==> config.mk <==
export PLATFORM = sky130hd
export DESIGN_NAME = fifo_irq_ctrl
export DESIGN_NICKNAME = d
export VERILOG_FILES = /design/src/rtl/fifo_irq_pkg.sv /design/src/rtl/irq_level_src.sv /design/src/rtl/irq_sticky_bank.sv /design/src/rtl/irq_mask_reg.sv /design/src/rtl/fifo_irq_ctrl.sv
export SDC_FILE = /design/constraint.sdc
export NUM_CORES = 1
export LEC_CHECK = 0
export BUFFER_PORTS_ARGS = -buffer_cell sky130_fd_sc_hd__buf_2
export CAP_MARGIN = 10
export CELL_PAD_IN_SITES_DETAIL_PLACEMENT = 0
export CELL_PAD_IN_SITES_GLOBAL_PLACEMENT = 2
export CORE_MARGIN = 2
export CORE_UTILIZATION = 16
export DETAILED_ROUTE_END_ITERATION = 10
export PLACE_DENSITY_LB_ADDON = 0.1
export SLEW_MARGIN = 20
export SYNTH_ARGS = -nofsm -noshare
export SYNTH_HDL_FRONTEND = slang
export SYNTH_SLANG_ARGS = --single-unit
==> constraint.sdc <==
create_clock -name clk -period 1.4 [get_ports clk]
set_input_delay 0.07 -clock clk [delete_from_list [all_inputs] [get_ports clk]]
set_output_delay 0.07 -clock clk [all_outputs]
set_load 0.01 [all_outputs]
==> src/rtl/fifo_irq_pkg.sv <==
package fifo_irq_pkg;
   localparam int NUM_SRC = 7;
   localparam int B_RX_OVF  = 0;
   localparam int B_MFAULT  = 1;
   localparam int B_TX_LOW  = 2;
   localparam int B_TX_FULL = 3;
   localparam int B_RX_THR  = 4;
   localparam int B_RX_FULL = 5;
   localparam int B_TX_UNF  = 6;
   localparam logic [NUM_SRC-1:0] STICKY_MASK = 7'b100_0011;
   localparam logic [7:0] OFF_STATUS = 8'h04;
   localparam logic [7:0] OFF_SET_EN = 8'h08;
   localparam logic [7:0] OFF_CLR_EN = 8'h0C;
   localparam logic [7:0] OFF_MASK   = 8'h10;
endpackage

==> src/rtl/irq_level_src.sv <==
module irq_level_src
   import fifo_irq_pkg::*;
#(
   parameter int CNT_W = 6
) (
   input  logic [CNT_W-1:0] tx_count,
   input  logic [CNT_W-1:0] rx_count,
   input  logic [CNT_W-1:0] tx_thresh,
   input  logic [CNT_W-1:0] rx_thresh,
   input  logic             tx_full,
   input  logic             rx_full,
   output logic [NUM_SRC-1:0] level_bits
);
   always_comb begin
      level_bits            = '0;
      level_bits[B_RX_FULL] = rx_full;
      level_bits[B_RX_THR]  = (rx_count >= rx_thresh);
      level_bits[B_TX_FULL] = tx_full;
      level_bits[B_TX_LOW]  = (tx_count < tx_thresh);
   end
endmodule

==> src/rtl/irq_sticky_bank.sv <==
module irq_sticky_bank
   import fifo_irq_pkg::*;
(
   input  logic               clk,
   input  logic               rst_n,
   input  logic [NUM_SRC-1:0] set_vec,
   input  logic [NUM_SRC-1:0] clr_vec,
   output logic [NUM_SRC-1:0] sticky_q
);
   for (genvar i = 0; i < NUM_SRC; i++) begin : g_bit
      if (STICKY_MASK[i]) begin : g_sticky
         always_ff @(posedge clk or negedge rst_n) begin
            if (!rst_n)          sticky_q[i] <= 1'b0;
            else if (set_vec[i]) sticky_q[i] <= 1'b1;
            else if (clr_vec[i]) sticky_q[i] <= 1'b0;
         end
         // a pulse beats a same-cycle clear
         p_set_wins_r9: assert property (@(posedge clk) disable iff (!rst_n)
            set_vec[i] |=> sticky_q[i]);
         // a bit falls only when a clear was written
         p_clear_only_r2: assert property (@(posedge clk) disable iff (!rst_n)
            (sticky_q[i] && !set_vec[i] && !clr_vec[i]) |=> sticky_q[i]);
      end else begin : g_none
         assign sticky_q[i] = 1'b0;
      end
   end
endmodule

==> src/rtl/irq_mask_reg.sv <==
module irq_mask_reg
   import fifo_irq_pkg::*;
(
   input  logic               clk,
   input  logic               rst_n,
   input  logic               set_we,
   input  logic               clr_we,
   input  logic [NUM_SRC-1:0] wbits,
   output logic [NUM_SRC-1:0] mask_q
);
   always_ff @(posedge clk or negedge rst_n) begin
      if (!rst_n)      mask_q <= '0;
      else if (set_we) mask_q <= mask_q | wbits;
      else if (clr_we) mask_q <= mask_q & ~wbits;
   end
   // an enable write leaves the written bits set
   p_enable_sets_r5: assert property (@(posedge clk) disable iff (!rst_n)
      set_we |=> ((mask_q & $past(wbits)) == $past(wbits)));
   // without an enable or disable write the mask holds
   p_mask_hold_r6: assert property (@(posedge clk) disable iff (!rst_n)
      (!set_we && !clr_we) |=> $stable(mask_q));
endmodule

==> src/rtl/fifo_irq_ctrl.sv <==
module fifo_irq_ctrl
   import fifo_irq_pkg::*;
#(
   parameter int CNT_W  = 6,
   parameter int ADDR_W = 8,
   parameter int DATA_W = 32
) (
   input  logic              clk,
   input  logic              rst_n,
   input  logic              reg_wr,
   input  logic [ADDR_W-1:0] reg_addr,
   input  logic [DATA_W-1:0] reg_wdata,
   output logic [DATA_W-1:0] reg_rdata,
   input  logic [CNT_W-1:0]  tx_count,
   input  logic [CNT_W-1:0]  rx_count,
   input  logic              tx_full,
   input  logic              rx_full,
   input  logic [CNT_W-1:0]  tx_thresh,
   input  logic [CNT_W-1:0]  rx_thresh,
   input  logic              ev_tx_underflow,
   input  logic              ev_rx_overflow,
   input  logic              ev_mode_fault,
   output logic              irq
);
   initial begin
      if (DATA_W < NUM_SRC) $error("DATA_W too narrow for status bits");
      if (ADDR_W < 8)       $error("ADDR_W must hold offset 0x10");
      if (CNT_W < 1)        $error("CNT_W must be positive");
   end

   logic [NUM_SRC-1:0] level_bits, sticky_q, mask_q, status, ev_vec, clr_vec;
   logic [NUM_SRC-1:0] wbits;
   logic               wr_status, wr_set, wr_clr;

   assign wbits     = reg_wdata[NUM_SRC-1:0];
   assign wr_status = reg_wr && (reg_addr == ADDR_W'(OFF_STATUS));
   assign wr_set    = reg_wr && (reg_addr == ADDR_W'(OFF_SET_EN));
   assign wr_clr    = reg_wr && (reg_addr == ADDR_W'(OFF_CLR_EN));

   always_comb begin
      ev_vec           = '0;
      ev_vec[B_TX_UNF] = ev_tx_underflow;
      ev_vec[B_MFAULT] = ev_mode_fault;
      ev_vec[B_RX_OVF] = ev_rx_overflow;
   end
   assign clr_vec = wr_status ? (wbits & STICKY_MASK) : '0;

   irq_level_src #(.CNT_W(CNT_W)) u_level (
      .tx_count(tx_count), .rx_count(rx_count),
      .tx_thresh(tx_thresh), .rx_thresh(rx_thresh),
      .tx_full(tx_full), .rx_full(rx_full),
      .level_bits(level_bits));

   irq_sticky_bank u_sticky (
      .clk(clk), .rst_n(rst_n),
      .set_vec(ev_vec), .clr_vec(clr_vec), .sticky_q(sticky_q));

   irq_mask_reg u_mask (
      .clk(clk), .rst_n(rst_n),
      .set_we(wr_set), .clr_we(wr_clr), .wbits(wbits), .mask_q(mask_q));

   assign status = (sticky_q & STICKY_MASK) | (level_bits & ~STICKY_MASK);
   assign irq    = |(status & mask_q);

   always_comb begin
      reg_rdata = '0;
      if (reg_addr == ADDR_W'(OFF_STATUS))    reg_rdata[NUM_SRC-1:0] = status;
      else if (reg_addr == ADDR_W'(OFF_MASK)) reg_rdata[NUM_SRC-1:0] = mask_q;
   end

   // nothing pending straight after reset
   p_reset_quiet_r8: assert property (@(posedge clk)
      $rose(rst_n) |-> (mask_q == '0 && !irq));
   // the interrupt follows mask and status
   p_irq_level_r7: assert property (@(posedge clk) disable iff (!rst_n)
      irq == ((mask_q & status) != '0));
   // full flags appear unchanged in status
   p_full_track_r4: assert property (@(posedge clk) disable iff (!rst_n)
      status[B_RX_FULL] == rx_full && status[B_TX_FULL] == tx_full);
endmodule

* Yosys cells after proc, flatten, opt, wreduce, memory -nomap -nowiden *
Index checks and enable logic that the tools add are counted.

storage, ports and cells
  input port bits = 72
  bits in registers = 10
  output and inout port bits = 33
  logic and storage cells = 34

cells by class
  $lt $le $gt $ge = 2
  muxes and demuxes = 11
  reduce and logical (&&, ||, !) cells = 8
  bitwise gates (word level) = 5
  eq/ne operators = 4

operators by type and width
  operator                                             number
  two-way mux 7 bit                                    5
  equality test 8 x 4 -> 1 bit, second input constant  2
  bitwise AND 7 bit                                    2
  equality test 8 x 3 -> 1 bit, second input constant  1
  equality test 8 x 5 -> 1 bit, second input constant  1
  nonzero test 2 bit                                   4
  inverter 7 bit                                       1
  bitwise OR 7 x 6 -> 7 bit                            1
  bitwise OR 7 bit                                     1
  OR reduction 7 bit                                   1
  greater-or-equal comparator 6 bit                    1
  less-than comparator 6 bit                           1
  two-way mux 1 bit                                    6
  logical AND 1 bit                                    3

* Logic depth before layout (Yosys ltp) *
  word-level depth = 5
  mapped depth = 7
  mapped depth without buffers = 7

* Modules after synthesis *
A second synthesis with hierarchy kept.

second synthesis, totals
  cells, all modules = 144
  area total of the unflattened synthesis = 1188.6 µm²

by module, submodules not included
  module           area an instance (µm²)  cells each  times used
  fifo_irq_ctrl    480.5                   67          1
  irq_level_src    302.8                   42          1
  irq_mask_reg     262.8                   21          1
  irq_sticky_bank  142.6                   14          1

* Least setup slack after synthesis *
Ideal clock, no wire load.

  path kind = input to output
  from = input port tx_thresh[2]
  to = output port irq
  required time = 1.330 ns
  cell stages on the path = 7
  path slack = -0.042 ns
  arrival time = 1.372 ns
  cell sequence = inv_1 ha_1 a21oi_1 o21ai_0 a211oi_1 nor2_1 o311ai_0

between the ends
  word-level cells in the longest chain between the ends = 4

ends and longest elaborated chain
  what                        RTL line             text
  start: declaration          fifo_irq_ctrl.sv:18  input logic [CNT_W-1:0] tx_thresh,
  less-than comparator 6 bit  irq_level_src.sv:19  level_bits[B_TX_LOW] = (tx_count < tx_thresh);
  bitwise OR 7 x 6 -> 7 bit   fifo_irq_ctrl.sv:62  assign status = (sticky_q & STICKY_MASK) | (level_bits & ~STICKY_MASK);
  bitwise AND 7 bit           fifo_irq_ctrl.sv:63  assign irq = |(status & mask_q);
  OR reduction 7 bit          fifo_irq_ctrl.sv:63
  end: declaration            fifo_irq_ctrl.sv:23  output logic irq

Every way passes these cells.

==> results.sh <==
export IMPL_grt_pass1_vias=1009
export IMPL_min_period_ns=1.66
export IMPL_synth_avg_cell_area_um2=8.33
export IMPL_rows=29
export IMPL_grt_overflow_total=0
export IMPL_yosysSeqAreaShare_pct=24.4
export IMPL_ioPinCount=105
export IMPL_drc=0
export IMPL_yosys_area_top_type="dfrtp_1"
export IMPL_hold_slack_ns=0.00612
export IMPL_cp_start_kind="flip-flop"
export IMPL_syn_to_final_growth_pct=55.8
export IMPL_critical_path_required_ns=1.33
export IMPL_ff_latch_area_um2=250
export IMPL_min_period_over_period_pct=118
export IMPL_ant_nets=0
export IMPL_final_util_pct=25.4
export IMPL_violations="negative setup slack"
export IMPL_worstSetupEndpointType="output pin"
export IMPL_cp_slowest_cell="dfrtp_1"
export IMPL_fin_skew_ns=0
export IMPL_path_depth=5
export IMPL_grt_pass1_wl_mm=4.49
export IMPL_total_power_mw=0.928
export IMPL_dieArea_mm2=0.00706
export IMPL_place_area_mm2=0.00134
export IMPL_dpl_hpwl_mm=2.36
export IMPL_clk_pin_slew_ns=0.05
export IMPL_hp_class="input pin to flip-flop"
export IMPL_vdd_drop_max_v=0.000227
export IMPL_r2r_slack_ns=0.62
export IMPL_crit_type="flip-flop to output pin"
export IMPL_cts_tree="built"
export IMPL_fin_area_mm2=0.00160
export IMPL_io_buffers=54
export IMPL_cts_buffers=3
export IMPL_wl_mm=2.95
export IMPL_finalSetupViolCount=9
export IMPL_die_h_um=84.0
export IMPL_post_drt_wl_per_cell_um=11.0
export IMPL_synth_common_cells="25 x buf_4, 19 x nand2_1, 13 x inv_1"
export IMPL_maxCapViolCount=0
export IMPL_drive_above_1_share_pct=45.5
export IMPL_fin_nets=275
export IMPL_synth_top_area_share_pct=24.4
export IMPL_ctsHtreeMaxLevel=1
export IMPL_hold_violations=0
export IMPL_outcome="finished, violations left"
export IMPL_fill_cells=696
export IMPL_start_util_pct=16.3
export IMPL_maxSlewViolCount=0
export IMPL_netlist_area_mm2=0.00102
export IMPL_clkLatencyLatePin_ns=0.24
export IMPL_power_density_mw_per_mm2=581
export IMPL_grt_usage_pct=7.99
export IMPL_rr_worst_depth=3
export IMPL_whs_path_depth=2
export IMPL_vias=1015
export IMPL_avgViaCountPerCell=3.79
export IMPL_slowest_delay_ns=0.39
export IMPL_antenna_found_initial=0
export IMPL_grt_max_degree=11
export IMPL_rsz0062_at_grt="yes"
export IMPL_fin_setup_tns_ns=-1.24
export IMPL_synth_area_leaders="dfrtp_1 24%, buf_4 18%, ha_1 13%"
export IMPL_gp_congestion=0.759
export IMPL_path_delay_family="compound AO/OA/AOI/OAI gates"
export IMPL_die_w_um=84.0
export IMPL_cts_root_buf="clkbuf_8"
export IMPL_synth_async_reset_ratio_pct=100
export IMPL_yosys_warnings=0
export IMPL_synth_edf_count=0
export IMPL_dr_first_iter_drc_count=10
export IMPL_cts_sink_count=10
export IMPL_syn_inst=123
export IMPL_num_antenna_cells=0
export IMPL_leakagePower_nw=0.846
export IMPL_multiInputGateArea_um2=688
export IMPL_cp_arrival_ns=1.59
export IMPL_cts_buffer_depth=2
export IMPL_drtPass1Iterations=4
export IMPL_coreArea_mm2=0.00628
export IMPL_synth_most_common_cell="buf_4"
export IMPL_crit_buf_inv=2
export IMPL_path_cells="a222oi_1 -> inv_1 -> a221oi_2 -> o311ai_1 -> buf_2"
export IMPL_max_freq_ghz=0.604
export IMPL_yosys_most_used_dff="dfrtp_1"
export IMPL_fin_ws_ns=-0.255
export IMPL_cp_max_fo=2
export IMPL_ys_ff_latch=10
export IMPL_synth_cell_types=28
==> placed cells by master (no fill, tap or decap), types with 2 or more instances in the layout <==
cell,instances
ha_1,11
a22o_4,5
and3b_2,2
nand3_1,2
nand2_1,19
a21o_1,4
a21oi_1,2
o21ai_0,9
inv_1,13
buf_12,2
buf_4,7
dfrtp_1,10
clkbuf_8,4
buf_6,8
buf_2,48
nor2b_1,2
conb_1,25
==> metrics by stage <==
step / std cells / setup WS, ns
6_report: 268 / -0.255
5_1_grt: 268 / -0.362
4_1_cts: 265 / -0.317
3_5_place_dp: 258 / -0.235
3_3_place_gp: 258 / -0.196
2_1_floorplan: 147 / 0.0210
==> logic make-up (layout without fill, tap and decap cells) <==
family | after synthesis | count (layout) | synth area share [%]
other cells | 1 | 25 | 0.366
buf+inv | 40 | 84 | 24.7
simple gates | 32 | 32 | 17.2
flops | 10 | 10 | 24.4
fa+ha+maj | 11 | 11 | 13.4
compound gates | 29 | 29 | 19.9
==> timing repair <==
item	CTS	global route
pin swaps	6	9
gates resized for setup	11	11
gates cloned	0	1
endpoints found under the hold margin	10	0
setup endpoints to repair	8	15
setup buffers	2	2
hold buffers	1	0
==> cell type report <==
| type | count | share of cell area [%] |
|---|---|---|
| flip-flops and latches | 10 | 15.7 |
| well taps | 77 | 6.03 |
| repair buffers | 67 | 28.7 |
| inverters | 13 | 3.06 |
| clock buffers | 4 | 3.45 |
| multi-input cells | 97 | 43.1 |
==> worst register-to-register path, stage by stage, from the launching register on <==
cell and delay (ns):
dfrtp_1 0.39, buf_4 0.15, nand2_1 0.04, o21ai_0 0.08
==> power breakdown <==
group	switching [mW]	total, mW	leakage, nW	internal [mW]
combinational	0.131	0.247	0.695	0.115
clock	0.127	0.375	0.0288	0.248
sequential	0.00770	0.307	0.123	0.299
==> path summary, 6_finish.rpt <==
kind / from / to
max in group asynchronous: rst_n / u_sticky.sticky_q[0]$_DFFE_PN0P_
min reg2reg: flip-flop / flip-flop
max reg2reg: flip-flop / flip-flop
min: ev_rx_overflow / u_sticky.sticky_q[0]$_DFFE_PN0P_
min in group asynchronous: rst_n / async pin
max: flip-flop / irq
==> routing by layer <==
| metal | vias to the layer above | GRT usage [%] | share of wire (%) |
|---|---|---|---|
| met5 | - | 0 | 0 |
| met4 | 0 | 3.52 | 1.7 |
| met3 | 5 | 1.58 | 6.5 |
| met2 | 46 | 13.3 | 50 |
| met1 | 456 | 9.95 | 42 |
| li1 | 508 | - | - |
Note: power is estimated with default switching activity, not from simulation.
